### src/rtl/cpat_gen.sv
module cpat_gen #(
  parameter int LANES = 1
) (
  input  logic                  clk,
  input  logic                  rst_n,
  input  logic                  cmp_en,
  output logic [10*LANES-1:0]   sym_out,
  output logic                  rd_out,
  output logic [LANES-1:0]      force_mark
);

  localparam int STEPS = 4 / LANES;
  localparam int PH_W  = (STEPS > 1) ? $clog2(STEPS) : 1;
  localparam logic [7:0] B_K285 = 8'hBC;
  localparam logic [7:0] B_D215 = 8'hB5;
  localparam logic [7:0] B_D102 = 8'h4A;

  function automatic logic [10:0] enc_sym(input logic [7:0] b, input logic k, input logic rd);
    logic [4:0] x;
    logic [2:0] y;
    logic [5:0] t6, c6;
    logic [3:0] t4, c4;
    logic [9:0] code;
    logic rm, alt;
    x = b[4:0];
    y = b[7:5];
    case (x)
      5'd0:  t6 = 6'b100111;
      5'd1:  t6 = 6'b011101;
      5'd2:  t6 = 6'b101101;
      5'd3:  t6 = 6'b110001;
      5'd4:  t6 = 6'b110101;
      5'd5:  t6 = 6'b101001;
      5'd6:  t6 = 6'b011001;
      5'd7:  t6 = 6'b111000;
      5'd8:  t6 = 6'b111001;
      5'd9:  t6 = 6'b100101;
      5'd10: t6 = 6'b010101;
      5'd11: t6 = 6'b110100;
      5'd12: t6 = 6'b001101;
      5'd13: t6 = 6'b101100;
      5'd14: t6 = 6'b011100;
      5'd15: t6 = 6'b010111;
      5'd16: t6 = 6'b011011;
      5'd17: t6 = 6'b100011;
      5'd18: t6 = 6'b010011;
      5'd19: t6 = 6'b110010;
      5'd20: t6 = 6'b001011;
      5'd21: t6 = 6'b101010;
      5'd22: t6 = 6'b011010;
      5'd23: t6 = 6'b111010;
      5'd24: t6 = 6'b110011;
      5'd25: t6 = 6'b100110;
      5'd26: t6 = 6'b010110;
      5'd27: t6 = 6'b110110;
      5'd28: t6 = 6'b001110;
      5'd29: t6 = 6'b101110;
      5'd30: t6 = 6'b011110;
      default: t6 = 6'b101011;
    endcase
    if (k) t6 = 6'b001111;
    c6 = (rd && ($countones(t6) != 3 || x == 5'd7)) ? ~t6 : t6;
    rm = ($countones(c6) == 3) ? rd : ($countones(c6) > 3);
    alt = rm ? (x == 5'd11 || x == 5'd13 || x == 5'd14)
             : (x == 5'd17 || x == 5'd18 || x == 5'd20);
    if (k) begin
      case (y)
        3'd0: t4 = 4'b0100;
        3'd1: t4 = 4'b1001;
        3'd2: t4 = 4'b0101;
        3'd3: t4 = 4'b0011;
        3'd4: t4 = 4'b0010;
        3'd5: t4 = 4'b1010;
        3'd6: t4 = 4'b0110;
        default: t4 = 4'b1000;
      endcase
      c4 = rd ? ~t4 : t4;
    end else begin
      case (y)
        3'd0: t4 = 4'b1011;
        3'd1: t4 = 4'b1001;
        3'd2: t4 = 4'b0101;
        3'd3: t4 = 4'b1100;
        3'd4: t4 = 4'b1101;
        3'd5: t4 = 4'b1010;
        3'd6: t4 = 4'b0110;
        default: t4 = alt ? 4'b0111 : 4'b1110;
      endcase
      c4 = (rm && ($countones(t4) != 2 || y == 3'd3)) ? ~t4 : t4;
    end
    code = {c6, c4};
    enc_sym = {(($countones(code) == 5) ? rd : ($countones(code) > 5)), code};
  endfunction

  logic [PH_W-1:0]     phase;
  logic                en_q;
  logic                rd_q;
  logic [10*LANES-1:0] sym_q;
  logic [LANES-1:0]    frc_q;
  logic                start;
  logic [10*LANES-1:0] sym_n;
  logic                rd_n;
  logic [PH_W-1:0]     phase_n;

  assign start = cmp_en && !en_q;
  assign phase_n = !cmp_en ? '0 :
                   (phase == PH_W'(STEPS - 1)) ? '0 : phase + 1'b1;

  always_comb begin
    logic r;
    logic [1:0] pidx;
    logic [7:0] byt;
    logic [10:0] res;
    r = start ? 1'b0 : rd_q;
    sym_n = '0;
    for (int l = 0; l < LANES; l++) begin
      pidx = cmp_en ? 2'((int'(phase) * LANES + l) % 4) : 2'd0;
      case (pidx)
        2'd1:    byt = B_D215;
        2'd3:    byt = B_D102;
        default: byt = B_K285;
      endcase
      res = enc_sym(byt, !pidx[0], r);
      sym_n[l*10 +: 10] = res[9:0];
      r = res[10];
    end
    rd_n = r;
  end

  always_ff @(posedge clk) begin
    if (!rst_n) begin
      phase <= '0;
      en_q  <= 1'b0;
      rd_q  <= 1'b0;
      sym_q <= '0;
      frc_q <= '0;
    end else begin
      phase <= phase_n;
      en_q  <= cmp_en;
      rd_q  <= rd_n;
      sym_q <= sym_n;
      frc_q <= {{(LANES-1){1'b0}}, start} & {LANES{1'b1}};
    end
  end

  assign sym_out    = sym_q;
  assign rd_out     = rd_q;
  assign force_mark = frc_q;

endmodule


### config.mk
export PLATFORM = sky130hd
export DESIGN_NAME = cpat_gen
export DESIGN_NICKNAME = d
export VERILOG_FILES = /design/src/rtl/cpat_gen.sv
export SDC_FILE = /design/constraint.sdc
export NUM_CORES = 1
export LEC_CHECK = 0
export ABC_AREA = 1
export BUFFER_PORTS_ARGS = -buffer_cell sky130_fd_sc_hd__clkbuf_2
export CAP_MARGIN = 20
export CORE_AREA = 3 3 40 42
export CTS_BUF_LIST = sky130_fd_sc_hd__clkbuf_16
export DETAILED_ROUTE_END_ITERATION = 12
export DIE_AREA = 0 0 43 45
export GPL_TIMING_DRIVEN = 0
export SYNTH_ARGS = -nofsm -noshare
export SYNTH_HDL_FRONTEND = slang
export SYNTH_SLANG_ARGS = --single-unit
### constraint.sdc
create_clock -name clk -period 1.05 [get_ports clk]
set_clock_uncertainty 0.05 [all_clocks]
set_input_delay 0.0525 -clock clk [delete_from_list [all_inputs] [get_ports clk]]
set_output_delay 0.0525 -clock clk [all_outputs]
set_load 0.005 [all_outputs]
Word level (Yosys, flattened, before mapping)
Memory sizes are Yosys's and may differ from the RTL's.
Index checks and enable logic that the tools add are counted.
{"block": "classes", "n_addsub": 19, "order_cmp": 2, "n_eq_ne": 20, "n_mux": 16, "bitwise": 5, "n_reduce_logical": 12}
{"cell": "$pmux 4 s7", "count": 2}
{"cell": "$add 32x32->32", "count": 1}
{"cell": "$eq 32x3->1 const B", "count": 1}
{"cell": "$eq 32x4->1 const B", "count": 1}
{"cell": "$gt 32x3->1 const B", "count": 1}
{"cell": "$mux 4", "count": 6}
{"cell": "$add 1x1->2", "count": 10}
{"cell": "$pmux 8 s2", "count": 1}
{"cell": "$eq 5x4->1 const B", "count": 3}
{"cell": "$eq 5x5->1 const B", "count": 3}
{"cell": "$add 2x2->3", "count": 4}
{"cell": "$mux 6", "count": 2}
{"cell": "$eq 3x3->1 const B", "count": 3}
{"cell": "$not 4->4", "count": 2}
{"cell": "$eq 3x2->1 const B", "count": 2}
{"cell": "$logic_or 1x1->1", "count": 6}
{"cell": "$not 6->6", "count": 1}
{"cell": "$add 4x2->5", "count": 1}
{"cell": "$eq 5x3->1 const B", "count": 1}
{"cell": "$gt 5x3->1 const B", "count": 1}
{"cell": "$add 3x2->4", "count": 1}
{"cell": "$add 3x3->4", "count": 1}
{"cell": "$eq 2x2->1 const B", "count": 2}
{"cell": "$mux 1", "count": 4}
{"cell": "other kinds (11)", "count": 14}
{"block": "totals", "reg_bits": 15, "mem_bits_ro": 192, "out_inout_bits": 12, "mem_count": 1}
{"memory": "(no name shown)", "words": 32, "width": 6, "rd": 1, "rd_ports_with_merged_regs": 0, "write_ports": 0, "line_no": "27", "source": "case (x)"}

Logic depth before layout (Yosys ltp)
An unclocked memory read counts as a cell.
{"block": "depth", "word_depth": 34, "ltp_mapped": 6, "depth_no_buf": 6}

Worst setup path before layout
No wires, ideal clock.
{"block": "synth_timing", "kind": "register -> register", "start": "register phase[0]", "end": "register sym_q[6] (netlist: sym_out[6])", "setup_ns": 0.116, "arrival_time_ns": 0.750, "path_slack_ns": 0.135, "stages_incl_launch_ff": 5, "n_path_buf": 0, "path_cell_list": "dfxtp_1 > nand2_2 > or2_1 > nand2_1 > nor2_1"}
{"block": "synth_via", "elab_chain_len": 12, "word_cells_on_any_way": 17, "cone_classes": "add/sub: 5; eq/ne: 4; mux: 4; bitwise: 1; reduce/logical: 2; memory: 1"}
{"element": "start, declared", "line_no": "95", "source": "logic [PH_W-1:0] phase;"}
{"element": "start signal, assigned", "line_no": "138", "source": "phase <= phase_n;"}
{"element": "$mux 2 *", "line_no": "117", "source": "pidx = cmp_en ? 2'((int'(phase) * LANES + l) % 4) : 2'd0;"}
{"element": "$eq 2x2->1 / $eq 2x1->1 (equally long branches)", "line_no": "118", "source": "case (pidx)"}
{"element": "$pmux 8 s2", "line_no": "118"}
{"element": "$mem_v2 32x6"}
{"element": "$mux 6", "line_no": "61", "source": "if (k) t6 = 6'b001111;"}
{"element": "$add 1x1->2 (not written as such)", "line_no": "62", "source": "c6 = (rd && ($countones(t6) != 3 || x == 5'd7)) ? ~t6 : t6;"}
{"element": "$add 2x2->3 (not written as such)", "line_no": "62"}
{"element": "$add 3x2->4 (not written as such)", "line_no": "62"}
{"element": "$ne 4x2->1", "line_no": "62"}
{"element": "$logic_or 1x1->1", "line_no": "62"}
{"element": "$logic_and 1x1->1", "line_no": "62"}
{"element": "$mux 6 *", "line_no": "62"}
{"element": "end signal, assigned", "line_no": "141", "source": "sym_q <= sym_n;"}
{"element": "end, declared", "line_no": "98", "source": "logic [10*LANES-1:0] sym_q;"}
Every way passes the cells marked *; elsewhere a longest branch is shown, timed or not.
A chain may end at the register's enable or synchronous reset.

Final worst setup path
{"block": "layout_timing", "start": "register phase[0]", "end": "register phase[0]"}
{"block": "layout_via", "elab_chain_len": 2, "word_cells_on_any_way": 3, "cone_classes": "add/sub: 1; eq/ne: 1; reduce/logical: 1"}
{"element": "$eq 2x2->1", "line_no": "107", "source": "(phase == PH_W'(STEPS - 1)) ? '0 : phase + 1'b1;"}
{"element": "$reduce_or 3->1 (no line)"}
Parallel ways exist; a longest one is shown, timed or not.

==> results.txt <==
The number of placed instances with taps included is 74. The overall fraction of global-route tracks in use is 0.0812. The via count of the routed design is 307. The total number of clock tree sinks is 9. The initial detailed-routing violation count came out at 5.

The clock-pin slew on the worst setup and hold paths came out at 0.04 ns. The part of the cycle the worst path needs is 0.900. The overall die area is 1940 sq um. The area share of the largest cell type after synthesis is 0.483.

The number of cells traversed by the worst register-to-register path is 3. The min-delay analysis places its worst path in the category input port to flip-flop. The gate family responsible for the most delay along the worst path is flip-flops. The number of design rule violations left after detail routing is 0. The cell count after synthesis came out at 45. The number of global-route vias before repair is 273. By area the synthesized netlist is led by dfxtp_1 (48%), buf_4 (12%), nand2_1 (7.0%), nor2_1 (7.0%), ha_1 (6.7%). The xor/xnor cell area share of the yosys netlist is 0. At the end of the flow, the number of nets in the layout was 69.

The fraction of the mapped netlist area in adder cells is 0.0671. TritonCTS built the clock tree. The final antenna diode count came out at 0.

The tree is rooted in a clkbuf_16. The top fanout value on the critical path came out at 4. The width of the chip came out at 43 um. By area, the combinational part of the netlist is dominated by simple AND/OR/NAND/NOR gates. The share of cell area taken by muxes after synthesis is 0. The total number of placement rows came out at 13. The total of buffers placed on input and output ports came out at 14.

The worst setup path is captured at a flip-flop. The number of max-slew violations in the final report is 0. The critical path goes through ha_1 > or2_1 > nor2_1. Yosys mapped the design onto 12 distinct sky130hd cell types.

The core area is 1280 sq um. dfxtp_1 takes more of the synthesized area than any other cell. Of the total synthesized cell area, the portion taken by AND, OR, NAND and NOR gates is 0.218.

Max-cap violations in this run came to 0. The number of storage elements in the synthesis netlist came out at 9. The number of clock buffers added by TritonCTS is 3. The initial utilization of the core area, before any placement, comes to 0.290. The critical path runs through a total of 3 cells.

The stage delay of the slowest cell on the critical path came out at 0.33 ns. The clock latency at the later pin of the worst-skew pair came out at 0.23 ns. The net count of the mapped netlist came out at 50. After detailed routing, the average wire length per cell comes to 7.65 um. The synthesized area came out at 373 sq um. The proportion of layout cells with a drive suffix above 1 came out at 0.429. The synthesized area divided by synthesized cell count is 8.29 sq um. The total overflow left after global routing is 0. The type of element launching the critical path is a flip-flop. The total buffers and inverters traversed by the critical path came out at 0. The number of cells traversed by the worst hold path is 3. The via-per-instance ratio is 3.94. The worst-case vdd ir drop is 1.22 mV. Setup violations remaining at the end of the flow were counted as 0.

The shortest clock period the worst path allows after layout is 0.945 ns. The critical path required time is 1.17 ns. The final layout contains routed wiring with a total length of 597 um. The type of the worst setup path is flip-flop to flip-flop.

The highest attainable clock frequency came out at 1060 MHz. The synthesis warning total is 0. Summed over all cells, the static leakage comes to 0.310 nW.

The data arrival time of the critical path came out at 1.06 ns. The clock passes through at most 2 buffers. The remaining number of nets flagged by the antenna check after routing is 0. The number of ports placed on the die boundary came out at 15. The run finished with clean final reports. The total iterations of the first detailed-routing run is 4. In this run the number of H-tree levels came out at 1. The height of the chip came out at 45 um.

The synthesized-area fraction occupied by ao, oa, aoi and oai cells is 0.0503. The number of antenna violations at the first check in global routing came out at 0. Dividing total power by cell area gives a power density of 2100 nW/um^2. The post-route non-filler standard cell count came out at 78. Among all stages on the critical path, the largest delay is contributed by dfxtp_2.

The final RePlAce weighted congestion is 0.773. The hold violation count in the final report is 0. The first global-routing pass estimated 1040 um of wire. Setup repair after global routing left no endpoint under its margin. The summed negative setup slack over all endpoints came out at 0 ns. The share of the Yosys chip area taken by registers is 0.483. The largest net degree at the start of global routing is 6. The area growth from synthesis to layout is 46.6%. The detailed-placement wirelength estimate is 476 um.
## metrics by stage
| step | hold WS [ns] | util | instance area (sq um) | worst slack, ns | total power, mW |
|---|---|---|---|---|---|
| 3_5_place_dp | 0.254 | 0.359 | 462 | 0.0722 | 0.500 |
| 4_1_cts | 0.00955 | 0.421 | 541 | 0.0682 | 1.16 |
| 5_1_grt | 0.0292 | 0.426 | 547 | 0.0437 | 1.20 |
| 2_1_floorplan | 0.123 | - | 373 | 0.135 | 0.453 |
| 3_3_place_gp | 0.253 | 0.359 | 462 | 0.0895 | 0.497 |
| 6_report | 0.00392 | 0.426 | 547 | 0.105 | 1.15 |
## state kept, by name, indices dropped and copies added (netlist names)
register and flops:
force_mark 1, en_q 1, rd_out 1, phase 2, sym_out 4
## cell families (layout without fill, tap and decap cells)
logic type | Yosys count | count (layout)
compound gates | 3 | 3
fa+ha+maj | 2 | 2
buf+inv | 11 | 29
flops | 9 | 9
other cells | 1 | 1
simple gates | 19 | 19
## cell type report
class	instances	area [sq um]
buffer	6	45.0
clock buffer	3	75.1
clock inverter	1	3.75
fill	134	738
inverter	5	18.8
multi-input combinational	25	134
sequential	9	181
tap	15	18.8
timing repair buffer	14	70.1
## power breakdown
| part | switching (mW) | internal [mW] |
|---|---|---|
| combinational | 0.0500 | 0.0621 |
| clock | 0.158 | 0.497 |
| sequential | 0.0156 | 0.368 |
## layout by cell type (no fill, tap or decap), types with 2 or more instances in the layout
cell	n
clkbuf_2	14
dfxtp_1	8
nand2_1	7
nor2_1	7
inv_1	6
buf_4	6
clkbuf_16	3
a21oi_1	2
or2_1	2
ha_1	2
## worst min-delay path, stage by stage
cell and delay (ns):
clkbuf_2 0.10, nand2_1 0.06, nor2_1 0.03
## routing by layer
layer,track usage,share of wire,up-vias
li1,-,-,165
met1,0.0856,0.46,122
met2,0.102,0.35,16
met3,0.0398,0.13,4
met4,0.108,0.060,0
met5,0,0,-
## path summary, 6_finish.rpt
| path | startpoint | end | slack [ns] |
|---|---|---|---|
| worst max-delay path | phase[0]$_SDFF_PP0_ | phase[0]$_SDFF_PP0_ | 0.11 |
| worst min-delay path | rst_n | rd_out$_SDFF_PN0_ | 0.004 |
| worst max register to register | phase[0]$_SDFF_PP0_ | phase[0]$_SDFF_PP0_ | 0.11 |
| worst min register to register | en_q$_SDFF_PN0_ | force_mark$_SDFF_PN0_ | 0.36 |
## synth_stat cells
cell type and instances:
dfxtp_1 9, nand2_1 7, nor2_1 7, buf_4 6
inv_1 5, a21oi_1 2, ha_1 2, nand3_1 2
or2_1 2, a21oi_2 1, conb_1 1, nand2_2 1
## what timing repair did
action / in CTS / in global routing
endpoints found under the setup margin: 0 / 2
setup buffers: 0 / 0
gates resized for setup: 0 / 2
hold buffers: 0 / 0
Note: power is estimated with default switching activity, not from simulation.
